**src/rtl/rdv_pkg.sv**
```systemverilog
package rdv_pkg;
    typedef enum logic [1:0] {
        ST_IDLE   = 2'd0,
        ST_RUN    = 2'd1,
        ST_DECIDE = 2'd2
    } rdv_state_e;

    typedef enum logic [1:0] {
        RSN_NONE = 2'd0,
        RSN_PASS = 2'd1,
        RSN_DIST = 2'd2,
        RSN_LATE = 2'd3
    } rdv_reason_e;
endpackage

```
**src/rtl/rdv_group_count.sv**
```systemverilog
// Counts ones within each group of NP accepted bits.
module rdv_group_count #(
    parameter int NP = 8
) (
    input  logic                       clk,
    input  logic                       rst_n,
    input  logic                       clr_i,
    input  logic                       vld_i,
    input  logic                       bit_i,
    output logic                       grp_done_o,
    output logic [$clog2(NP+1)-1:0]    grp_ones_o
);
    localparam int IW = (NP > 1) ? $clog2(NP) : 1;
    localparam int CW = $clog2(NP + 1);

    logic [IW-1:0] idx_q;
    logic [CW-1:0] ones_q;

    assign grp_done_o = vld_i && (idx_q == IW'(NP - 1));
    assign grp_ones_o = ones_q + CW'(bit_i);

    always_ff @(posedge clk or negedge rst_n) begin
        if (!rst_n) begin
            idx_q  <= '0;
            ones_q <= '0;
        end else if (clr_i) begin
            idx_q  <= '0;
            ones_q <= '0;
        end else if (vld_i) begin
            if (grp_done_o) begin
                idx_q  <= '0;
                ones_q <= '0;
            end else begin
                idx_q  <= idx_q + IW'(1);
                ones_q <= grp_ones_o;
            end
        end
    end
endmodule

```
**src/rtl/rdv_dist_acc.sv**
```systemverilog
// Accumulates |measured - expected| over all groups of a run.
module rdv_dist_acc #(
    parameter int NP   = 8,
    parameter int NGRP = 256
) (
    input  logic                              clk,
    input  logic                              rst_n,
    input  logic                              clr_i,
    input  logic                              grp_done_i,
    input  logic [$clog2(NP+1)-1:0]           grp_ones_i,
    input  logic [$clog2(NP+1)-1:0]           expect_i,
    output logic                              last_o,
    output logic [$clog2(NP*NGRP+1)-1:0]      sum_next_o
);
    localparam int CW = $clog2(NP + 1);
    localparam int SW = $clog2(NP * NGRP + 1);
    localparam int GW = (NGRP > 1) ? $clog2(NGRP) : 1;

    logic [SW-1:0] sum_q;
    logic [GW-1:0] gcnt_q;
    logic [CW-1:0] diff;

    assign diff       = (grp_ones_i >= expect_i) ? (grp_ones_i - expect_i)
                                                 : (expect_i - grp_ones_i);
    assign sum_next_o = sum_q + SW'(diff);
    assign last_o     = grp_done_i && (gcnt_q == GW'(NGRP - 1));

    always_ff @(posedge clk or negedge rst_n) begin
        if (!rst_n) begin
            sum_q  <= '0;
            gcnt_q <= '0;
        end else if (clr_i) begin
            sum_q  <= '0;
            gcnt_q <= '0;
        end else if (grp_done_i) begin
            sum_q  <= sum_next_o;
            gcnt_q <= last_o ? '0 : gcnt_q + GW'(1);
        end
    end
endmodule

```
**src/rtl/rdv_timer.sv**
```systemverilog
// Elapsed-cycle counter; loaded with 1 at the start edge, saturating.
module rdv_timer #(
    parameter int TW = 16
) (
    input  logic          clk,
    input  logic          rst_n,
    input  logic          load_i,
    input  logic          run_i,
    output logic [TW-1:0] val_o
);
    logic [TW-1:0] val_q;

    always_ff @(posedge clk or negedge rst_n) begin
        if (!rst_n) begin
            val_q <= '0;
        end else if (load_i) begin
            val_q <= TW'(1);
        end else if (run_i && (val_q != '1)) begin
            val_q <= val_q + TW'(1);
        end
    end

    assign val_o = val_q;
endmodule

```
**src/rtl/resp_dist_verifier.sv**
```systemverilog
module resp_dist_verifier
    import rdv_pkg::*;
#(
    parameter int NP      = 8,
    parameter int NCELL   = 64,
    parameter int NCHAL   = 4,
    parameter int TW      = 16,
    parameter int THR_PCT = 15
) (
    input  logic                    clk,
    input  logic                    rst_n,
    input  logic                    start_i,
    input  logic [TW-1:0]           bound_i,
    input  logic                    bit_valid_i,
    input  logic                    bit_i,
    input  logic [$clog2(NP+1)-1:0] expect_i,
    output logic                    pass_o,
    output logic                    fail_o,
    output logic [1:0]              reason_o
);
    localparam int NGRP  = NCELL * NCHAL;
    localparam int CW    = $clog2(NP + 1);
    localparam int SW    = $clog2(NP * NGRP + 1);
    localparam int PW    = SW + 8;
    localparam int LIMIT = THR_PCT * NP * NGRP;

    rdv_state_e    state_q, state_d;
    logic          running;
    logic          grp_done;
    logic [CW-1:0] grp_ones;
    logic          last_grp;
    logic [SW-1:0] sum_next;
    logic [TW-1:0] elapsed;
    logic [TW-1:0] bound_q;
    logic          late_q, close_q;
    logic          close_now;

    assign running = (state_q == ST_RUN) && !start_i;

    rdv_group_count #(.NP(NP)) u_grp (
        .clk        (clk),
        .rst_n      (rst_n),
        .clr_i      (start_i),
        .vld_i      (bit_valid_i && running),
        .bit_i      (bit_i),
        .grp_done_o (grp_done),
        .grp_ones_o (grp_ones)
    );

    rdv_dist_acc #(.NP(NP), .NGRP(NGRP)) u_acc (
        .clk        (clk),
        .rst_n      (rst_n),
        .clr_i      (start_i),
        .grp_done_i (grp_done),
        .grp_ones_i (grp_ones),
        .expect_i   (expect_i),
        .last_o     (last_grp),
        .sum_next_o (sum_next)
    );

    rdv_timer #(.TW(TW)) u_tmr (
        .clk    (clk),
        .rst_n  (rst_n),
        .load_i (start_i),
        .run_i  (state_q == ST_RUN),
        .val_o  (elapsed)
    );

    assign close_now = (PW'(sum_next) * PW'(100)) < PW'(LIMIT);

    // State register
    always_ff @(posedge clk or negedge rst_n) begin
        if (!rst_n) begin
            state_q <= ST_IDLE;
        end else begin
            state_q <= state_d;
        end
    end

    // Transitions
    always_comb begin
        state_d = state_q;
        unique case (state_q)
            ST_IDLE:   if (start_i) state_d = ST_RUN;
            ST_RUN:    if (start_i) state_d = ST_RUN;
                       else if (last_grp) state_d = ST_DECIDE;
            ST_DECIDE: state_d = start_i ? ST_RUN : ST_IDLE;
            default:   state_d = ST_IDLE;
        endcase
    end

    // Bound capture and verdict latch
    always_ff @(posedge clk or negedge rst_n) begin
        if (!rst_n) begin
            bound_q <= '0;
            late_q  <= 1'b0;
            close_q <= 1'b0;
        end else begin
            if (start_i) begin
                bound_q <= bound_i;
            end
            if (running && last_grp) begin
                late_q  <= elapsed > bound_q;
                close_q <= close_now;
            end
        end
    end

    // Outputs
    always_comb begin
        pass_o   = 1'b0;
        fail_o   = 1'b0;
        reason_o = RSN_NONE;
        if (state_q == ST_DECIDE) begin
            if (late_q) begin
                fail_o   = 1'b1;
                reason_o = RSN_LATE;
            end else if (close_q) begin
                pass_o   = 1'b1;
                reason_o = RSN_PASS;
            end else begin
                fail_o   = 1'b1;
                reason_o = RSN_DIST;
            end
        end
    end
endmodule

```
**config.mk**
```make
export PLATFORM = sky130hd
export DESIGN_NAME = resp_dist_verifier
export DESIGN_NICKNAME = d
export VERILOG_FILES = /design/src/rtl/rdv_pkg.sv /design/src/rtl/rdv_group_count.sv /design/src/rtl/rdv_dist_acc.sv /design/src/rtl/rdv_timer.sv /design/src/rtl/resp_dist_verifier.sv
export SDC_FILE = /design/constraint.sdc
export NUM_CORES = 1
export LEC_CHECK = 0
export BUFFER_PORTS_ARGS = -buffer_cell sky130_fd_sc_hd__buf_2
export CAP_MARGIN = 20
export CORE_MARGIN = 2
export CORE_UTILIZATION = 65
export CTS_CLUSTER_SIZE = 30
export DETAILED_ROUTE_END_ITERATION = 8
export HOLD_SLACK_MARGIN = 0.06
export PLACE_DENSITY = 0.86
export SYNTH_ARGS = -nofsm -noshare
export SYNTH_HDL_FRONTEND = slang
export SYNTH_SLANG_ARGS = --single-unit
```
**constraint.sdc**
```tcl
create_clock -name clk -period 14.9 [get_ports clk]
set_input_delay 2.235 -clock clk [delete_from_list [all_inputs] [get_ports clk]]
set_output_delay 2.235 -clock clk [all_outputs]
set_load 0.03 [all_outputs]
```
---- Yosys cells after proc, flatten, opt, wreduce, memory -nomap -nowiden ----
Cells that the tools add are included.
storage, ports and cells
  register bits after elaboration ......... 63
  word-level logic and storage cells ...... 67
  input bits .............................. 25
operators by class
  muxes and demuxes ....................... 28
  multiply operators ...................... 1
  reductions and logical operators ........ 12
  order comparisons ....................... 3
  equal/unequal tests ..................... 7
  $add $sub $neg .......................... 7
operator list
  operator                                                                 number
  16-bit 2-to-1 mux                                                        2
  12-bit 2-to-1 mux                                                        2
  8-bit 2-to-1 mux                                                         3
  19-bit by 15-bit < comparator with 1-bit output (second input constant)  1
  12-bit by 5-bit multiplier with 17-bit output (second input constant)    1
  16-bit by 1-bit adder with 16-bit output (second input constant)         1
  16-bit > comparator                                                      1
  4-bit 2-to-1 mux                                                         4
  16-bit != test (second input constant)                                   1
  12-bit by 4-bit adder with 12-bit output                                 1
  2-bit 2-to-1 mux                                                         6
  3-bit 2-to-1 mux                                                         3
  8-bit by 1-bit adder with 8-bit output (second input constant)           1
  8-bit == test (second input constant)                                    1
  4-bit subtractor                                                         2
  1-bit 2-to-1 mux                                                         7
  1-bit logical AND                                                        6
  2-bit case mux with 3 select lines                                       1
  2-bit nonzero test                                                       3
  4-bit by 1-bit adder with 4-bit output                                   1
  4-bit >= comparator                                                      1
  3-bit by 1-bit adder with 3-bit output (second input constant)           1
  3-bit == test (second input constant)                                    1
  3-bit != test (second input constant)                                    1
  6 further kinds                                                          6

---- Depth between registers and ports, before layout ----
Gate-level depths: netlist (run 1).
  depth after elaboration ................. 8
  mapped depth ............................ 32

---- Hierarchy ----
Synthesis (run 1) repeated with hierarchy kept, for this count alone.
unflattened totals
  cells, all modules ...................... 572
  area, all modules ....................... 5186.2 µm²
by module, submodules not included
  module              area each (µm²)  cells an instance  times used
  resp_dist_verifier  2237.1           255                1
  rdv_dist_acc        1589.0           176                1
  rdv_timer           943.4            98                 1
  rdv_group_count     416.6            43                 1

---- Worst setup path before layout (run 1) ----
Ideal clock, no wire load.
  path type ............................... in2reg
  start point ............................. input bit_i
  end point ............................... register close_q
  path buffers ............................ 1
  stages .................................. 32
  arrival ................................. 8245 ps
  library setup time ...................... 83 ps
  required time ........................... 14817 ps
  slack ................................... 6572 ps
  cells stage by stage .................... ha_1 ha_1 ha_1 nand2_1 nand2_1 a21o_1 a21oi_1 mux2i_1 inv_1 fa_1 inv_1 a21oi_1 o21bai_1 and3_1 and3_1 xnor2_1 inv_1 ha_1 ha_1 inv_1 fa_1 inv_1 ha_1 clkbuf_1 a211o_1 a21oi_1 nor2_1 o41ai_1 a211oi_1 nand3_1 nand4_1 o21ai_0
between the ends
  cells in the longest elaborated chain, start to end .. 6
  elaborated cells on any way between the ends .. 8
  those cells by class .................... add/sub (4); mul (1); order compare (2); mux (1)
ends and longest elaborated chain
  element                                              RTL line                   source
  start: declaration                                   resp_dist_verifier.sv:15   input logic bit_i,
  4-bit by 1-bit adder with 4-bit output (*)           rdv_group_count.sv:20      assign grp_ones_o = ones_q + CW'(bit_i);
  4-bit subtractor (tied with other cells)             rdv_dist_acc.sv:24         : (expect_i - grp_ones_i);
  4-bit 2-to-1 mux (*)                                 rdv_dist_acc.sv:23         assign diff = (grp_ones_i >= expect_i) ? (grp_ones_i - expect_i)
  12-bit by 4-bit adder with 12-bit output (*)         rdv_dist_acc.sv:25         assign sum_next_o = sum_q + SW'(diff);
  12-bit by 5-bit multiplier with 17-bit output (*)    resp_dist_verifier.sv:69   assign close_now = (PW'(sum_next) * PW'(100)) < PW'(LIMIT);
  19-bit by 15-bit < comparator with 1-bit output (*)  resp_dist_verifier.sv:69
  end signal: assignment                               resp_dist_verifier.sv:104  close_q <= close_now;
  end: declaration                                     resp_dist_verifier.sv:35   logic late_q, close_q;
Every way passes the cells marked *; elsewhere a longest branch is shown, timed or not.
A chain may end at the register's enable or synchronous reset.

---- Worst setup path in the final report (run 1) ----
Ends and elaborated chain as after synthesis.

==> flow_metrics.py, run 1 <==
metrics = {
    "yosys": {
        "ys_seq_area_share_pct": 32.0,
        "synth_cell_types": 52,
        "synth_nets": 668,
        "synth_edf_count": 0,
        "ys_async_sr_fraction_pct": 100,
        "synth_top_area_cell": "dfrtp_1",
        "syn-cell-area_mm2": 0.00492,
        "yosysTopAreaCellShare_pct": 32.0,
        "synthTopCellsByCount": "73 x ha_1, 70 x inv_1, 63 x dfrtp_1",
        "synth.area.top_cells": "dfrtp_1 32%, ha_1 19%, inv_1 5.3%",
        "synth.most_common_cell": "ha_1",
        "postSynthCellCount": 561,
        "synth-seq-cells": 63,
        "synthFlopType": "dfrtp_1",
        "avgSynthCellArea_um2": 8.78,
        "yosys_warnings": 0,
    },
    "routing": {
        "final_antenna_net_count": 0,
        "via_count": 3997,
        "viasPerCell": 5.77,
        "remaining_drc_errors": 0,
        "drtPass1Iterations": 4,
        "avgRoutedWirePerCell_um": 14.3,
        "routed_wl_mm": 9.92,
        "drt_iter0_markers": 203,
    },
    "pwr": {
        "peakVddDrop_mv": 0.0535,
        "power_density_mw_per_mm2": 73.1,
        "p_leak_nw": 2.83,
        "seqPwrFrac_pct": 46.4,
        "p_clk_share_pct": 32.5,
        "p_int_mw": 0.270,
        "pwr-share-comb_pct": 21.1,
        "switching_share_pct": 30.7,
        "netSwitchingPower_mw": 0.119,
    },
    "floorplan": {
        "dieArea_mm2": 0.00829,
        "fp.coreArea_mm2": 0.00729,
        "die_y_um": 91.0,
        "rows": 31,
        "ios": 29,
        "start_util_pct": 67.5,
        "die_x_um": 91.0,
    },
    "sta": {
        "maxSlewHeadroom_pct": 47.8,
        "maxSlewViolCount": 0,
        "finalCriticalPeriod_ns": 8.68,
        "finClkSkew_ns": 0.0109,
        "tightest_slew_ns": 0.763,
        "setup-violations-final": 0,
        "holdWs_ns": 0.514,
        "grt_setup_unrepaired": "false",
        "final_hold_viol_count": 0,
        "post-route-period-util_pct": 58.3,
        "max_freq_mhz": 115,
        "setup_tns_ns": 0,
    },
    "cells_and_area": {
        "fin_nets": 696,
        "drive_above_1_share_pct": 9.43,
        "syn2layout_area_growth_pct": 8.03,
        "antenna_cells_inserted": 0,
    },
    "clock_tree": {
        "numCtsBuffers": 9,
        "cts_setup_buffers": 0,
        "clk_pin_slew_worst_paths_ns": 0.07,
        "cts_sinks": 63,
        "cts_resized": 0,
        "cts_tree": "done",
        "cts_root_buf": "clkbuf_8",
        "htree_levels": 3,
        "worstSkewPairLatency_ns": 0.34,
        "ctsHoldBuffers": 0,
        "clockBufferDepth": 2,
    },
    "placement": {
        "place.gp.congestion": 0.877,
        "post-dp-hpwl_mm": 7.65,
        "numPortBuffers": 28,
    },
    "setup_path": {
        "crit_arrival_ns": 8.94,
        "required_ns": 15.16,
        "startpoint_type": "input port",
        "critical_path.most_common_cell": "ha_1",
        "slowest_delay_ns": 0.43,
        "path_class": "in -> reg",
        "crit_path_end_kind": "register",
        "crit_fanout": 5,
        "critPathSlowestCell": "fa_1",
    },
    "global_route": {
        "grt_antenna_before_repair": 0,
        "grt_pass1_wl_mm": 17.3,
        "grt_pass1_vias": 4012,
        "grt_max_degree": 70,
        "overflow": 0,
        "grt.total_usage_pct": 25.5,
    },
    "status": {
        "status": "finished, final reports clean",
    },
    "flow_run": {
        "maxCapViolations": 0,
    },
    "min_path": {
        "hold_path.class": "reg -> reg",
    },
}
## sequential cells by signal, summed over array words and instances, names as in the netlist
signal	count
u_acc.gcnt_q	8
u_grp.ones_q	4
u_tmr.val_o	16
state_q	2
bound_q	16
u_acc.sum_q	12
close_q	1
late_q	1
u_grp.idx_q	3
## power by group through the flow
| stage | logic [mW] | registers [mW] | clock network (mW) |
|---|---|---|---|
| 3_5_place_dp | 0.0818 | 0.184 | 0 |
| 3_3_place_gp | 0.0764 | 0.183 | 0 |
| 2_1_floorplan | 0.0580 | 0.183 | 0 |
| 4_1_cts | 0.0825 | 0.180 | 0.128 |
| 6_report | 0.0822 | 0.180 | 0.126 |
| 5_1_grt | 0.0960 | 0.181 | 0.137 |
## metal layers
metal | up-vias | global-route usage, % | wire length (µm) | part of all wire, %
met3 | 24 | 5.48 | 502 | 5.1
met1 | 1890 | 30.7 | 4200 | 42
li1 | 1985 | - | - | -
met4 | 0 | 9.22 | 206 | 2.1
met5 | - | 0 | 0 | 0
met2 | 98 | 44.8 | 5010 | 50
## cell families (layout without fill, tap and decap cells)
logic type / after synthesis / count (layout) / synth area share, %
mux: 6 / 6 / 1.24
fa+ha+maj: 82 / 82 / 22.2
buf+inv: 84 / 117 / 6.48
simple gates: 170 / 170 / 17.3
compound gates: 124 / 124 / 15.1
flops: 63 / 63 / 32.0
xor+xnor: 32 / 32 / 5.69
## cells in the final DEF, fill, tap and decap left out, drive strengths merged, types with 2 or more instances in the layout
| cell type | n |
|---|---|
| xor2 | 18 |
| or2 | 2 |
| nand3b | 3 |
| o21ai | 53 |
| a31oi | 2 |
| a211oi | 3 |
| nand3 | 12 |
| o22a | 2 |
| o31ai | 2 |
| and3 | 11 |
| clkinv | 3 |
| o211ai | 2 |
| nand2 | 57 |
| buf | 31 |
| clkbuf | 10 |
| a21oi | 34 |
| nor3 | 9 |
| o21a | 2 |
| a22o | 2 |
| nand4 | 13 |
| nor2 | 38 |
| nor2b | 5 |
| a21o | 10 |
| nand2b | 5 |
| clkinvlp | 3 |
| or3 | 8 |
| fa | 9 |
| nor3b | 3 |
| mux2i | 5 |
| o21bai | 2 |
| o311ai | 2 |
| ha | 73 |
| dfrtp | 63 |
| inv | 70 |
| xnor2 | 14 |
## final cells by class
| class | instances | area [µm²] |
|---|---|---|
| clock buffer | 10 | 128 |
| clock inverter | 6 | 37.5 |
| fill | 549 | 1970 |
| inverter | 70 | 263 |
| multi-input combinational | 414 | 3030 |
| sequential | 63 | 1580 |
| tap | 99 | 124 |
| timing repair buffer | 31 | 163 |
## through the flow
stage / worst slack (ns) / area (µm²) / util [%] / power, mW / cells
global route: 5.76 / 5320 / 73.0 / 0.414 / 693
global placement: 6.17 / 5150 / 70.7 / 0.260 / 677
detailed placement: 5.91 / 5150 / 70.7 / 0.265 / 677
floorplan: 6.57 / 4920 / - / 0.241 / 561
finish: 6.22 / 5320 / 73.0 / 0.389 / 693
CTS: 6.25 / 5320 / 73.0 / 0.391 / 693
## worst max-delay path: cells and delay by family
family                     cells  cell delay (ns)
adders and majority gates      8             2.59
AOI/OAI and AO/OA              9             1.87
and+or+nand+nor                8             1.17
xor gates and xnor gates       1             0.39
buffers and inverters          4             0.37
muxes                          1             0.30
## final timing paths
path,start,to,slack (ns),cells past startpoint
worst max-delay path,bit_i,close_q,6.22,31
min in group asynchronous,rst_n,bound_q[12],2.07,2
max in group asynchronous,rst_n,u_acc.sum_q[9],12.32,2
worst min-delay path,u_grp.ones_q[0],u_grp.ones_q[0],0.51,2
worst max register to register,u_grp.ones_q[0],close_q,7.82,30
worst min register to register,u_grp.ones_q[0],u_grp.ones_q[0],0.51,2
No activity file was read; power rests on OpenSTA's default activity.
==> run 2, diff against run 1 <==
--- a/config.mk
+++ b/config.mk
@@ -8,11 +8,11 @@
 export BUFFER_PORTS_ARGS = -buffer_cell sky130_fd_sc_hd__buf_2
 export CAP_MARGIN = 20
 export CORE_MARGIN = 2
-export CORE_UTILIZATION = 65
+export CORE_UTILIZATION = 62
 export CTS_CLUSTER_SIZE = 30
 export DETAILED_ROUTE_END_ITERATION = 8
 export HOLD_SLACK_MARGIN = 0.06
-export PLACE_DENSITY = 0.86
+export PLACE_DENSITY = 0.83
 export SYNTH_ARGS = -nofsm -noshare
 export SYNTH_HDL_FRONTEND = slang
 export SYNTH_SLANG_ARGS = --single-unit
==> constraint.sdc (replaced) <==
create_clock -name clk -period 8.8 [get_ports clk]
set_input_delay 1.32 -clock clk [delete_from_list [all_inputs] [get_ports clk]]
set_output_delay 1.32 -clock clk [all_outputs]
set_load 0.03 [all_outputs]
==> run 2 against run 1 <==
Non-clock buffer count is the same. Clock skew rose by 0.0012 ns. Routed wire length up 2.7%. Sequential share of layout area barely moved. Core utilization fell by 4.1 points. Critical path type unchanged. Count of clock-buffer cells in the layout rose by 1. Sequential power grew 69%. Register-to-register slack worse by 6.4 ns. Via count increased by 0.80%. Sequential cell count unchanged.
==> flow_metrics.py, run 2 (synthesis results as in run 1) <==
metrics = {
    "sta": {
        "finClkSkew_ns": 0.0121,
        "post-route-period-util_pct": 91.1,
        "maxSlewViolCount": 0,
        "setup-violations-final": 0,
        "max_freq_mhz": 125,
        "maxSlewHeadroom_pct": 40.5,
        "final_hold_viol_count": 0,
        "grt_setup_unrepaired": "false",
        "finalCriticalPeriod_ns": 8.02,
        "tightest_slew_ns": 0.870,
        "setup_tns_ns": 0,
    },
    "pwr": {
        "power_density_mw_per_mm2": 125,
        "peakVddDrop_mv": 0.125,
        "p_leak_nw": 2.84,
    },
    "routing": {
        "drt_iter0_markers": 189,
        "via_count": 4029,
        "viasPerCell": 5.80,
        "remaining_drc_errors": 0,
        "avgRoutedWirePerCell_um": 14.6,
        "drtPass1Iterations": 5,
        "routed_wl_mm": 10.2,
        "final_antenna_net_count": 0,
    },
    "setup_path": {
        "crit_path_end_kind": "register",
        "crit_arrival_ns": 8.28,
        "r2r_cells": 30,
        "startpoint_type": "input port",
        "critPathSlowestCell": "fa_1",
        "slowest_delay_ns": 0.44,
        "path_class": "in -> reg",
        "rr_startpoint": "u_grp.ones_q[0]",
        "crit_fanout": 5,
        "required_ns": 9.06,
        "reg2reg_slack_ns": 1.47,
        "critical_path.most_common_cell": "ha_1",
        "rr_endpoint": "close_q",
    },
    "clock_tree": {
        "cts_sinks": 63,
        "ctsHoldBuffers": 0,
        "worstSkewPairLatency_ns": 0.35,
        "cts_resized": 0,
        "clockBufferDepth": 2,
        "htree_levels": 3,
        "numCtsBuffers": 9,
        "cts_tree": "done",
        "cts_setup_buffers": 0,
        "clk_pin_slew_worst_paths_ns": 0.08,
        "cts_root_buf": "clkbuf_8",
    },
    "floorplan": {
        "rows": 32,
        "dieArea_mm2": 0.00867,
        "die_y_um": 93.1,
        "die_x_um": 93.1,
        "fp.coreArea_mm2": 0.00773,
        "ios": 29,
        "start_util_pct": 63.7,
    },
    "cells_and_area": {
        "drive_above_1_share_pct": 9.27,
        "final_cell_mix": "73 x ha_1, 70 x inv_1, 63 x dfrtp_1, 57 x nand2_1, 52 x o21ai_0",
        "mostFrequentLayoutCell": "ha_1",
        "antenna_cells_inserted": 0,
        "syn2layout_area_growth_pct": 8.08,
        "final_cell_area_mm2": 0.00532,
        "fin_nets": 696,
    },
    "global_route": {
        "overflow": 0,
        "grt.total_usage_pct": 25.3,
        "grtUsageMet2_pct": 46.0,
        "grt_max_degree": 70,
        "grt.busiest_layer": "met2",
        "grt_pass1_wl_mm": 17.7,
        "grt_pass1_vias": 4090,
        "use_met3_pct": 5.16,
        "grt_antenna_before_repair": 0,
        "grt_use_met1_pct": 30.5,
    },
    "min_path": {
        "hold_path.class": "reg -> reg",
        "min_from": "u_grp.idx_q[0]",
        "hold_end": "u_grp.idx_q[0]",
        "whs_path_depth": 1,
    },
    "placement": {
        "dpl_cell_area_mm2": 0.00516,
        "numPortBuffers": 28,
        "place.gp.congestion": 0.866,
        "post-dp-hpwl_mm": 7.59,
    },
    "status": {
        "status": "finished, final reports clean",
    },
    "flow_run": {
        "maxCapViolations": 0,
    },
}
==> run 2: layout make-up <==
class	instances	area, µm²
Multi-Input combinational cell	414	3030
Fill cell	589	2400
Sequential cell	63	1580
Inverter	70	263
Timing Repair Buffer	31	163
Clock buffer	11	141
Tap cell	102	128
Clock inverter	4	22.5
==> run 2: power breakdown <==
part | internal [mW] | switching [mW] | total (mW)
registers | 0.299 | 0.00617 | 0.305
logic | 0.0558 | 0.0824 | 0.138
clock network | 0.107 | 0.113 | 0.219
total | 0.462 | 0.201 | 0.663
==> run 2: how the worst max path moves through the flow <==
stage | endpoint | cells past startpoint | start
detailed placement | close_q | 31 | bit_i
finish | close_q | 31 | bit_i
CTS | close_q | 31 | bit_i
global placement | close_q | 31 | bit_i
floorplan | close_q | 32 | bit_i
global route | close_q | 31 | bit_i
==> run 2: routing by layer <==
metal	up-vias	part of all wire (%)
met4	0	1.7
met5	-	0
met3	18	4.0
met2	95	52
met1	1932	42
li1	1984	-
==> run 2: stage by stage <==
step	util, %	setup slack (ns)	total power [mW]	hold WS, ns	instances
floorplan	-	1.39	0.407	0.454	561
global placement	66.8	1.02	0.439	0.483	680
detailed placement	66.8	0.506	0.448	0.501	680
CTS	68.9	0.873	0.668	0.509	695
global route	68.9	0.383	0.702	0.537	695
finish	68.9	0.781	0.663	0.508	695
==> run 2: worst max-delay path: cells and delay by family <==
family,cells,cell delay [ns]
simple gates,8,1.25
compound gates,9,1.98
fa+ha+maj,8,2.61
mux,1,0.30
buf+inv,4,0.41
xor+xnor,1,0.42
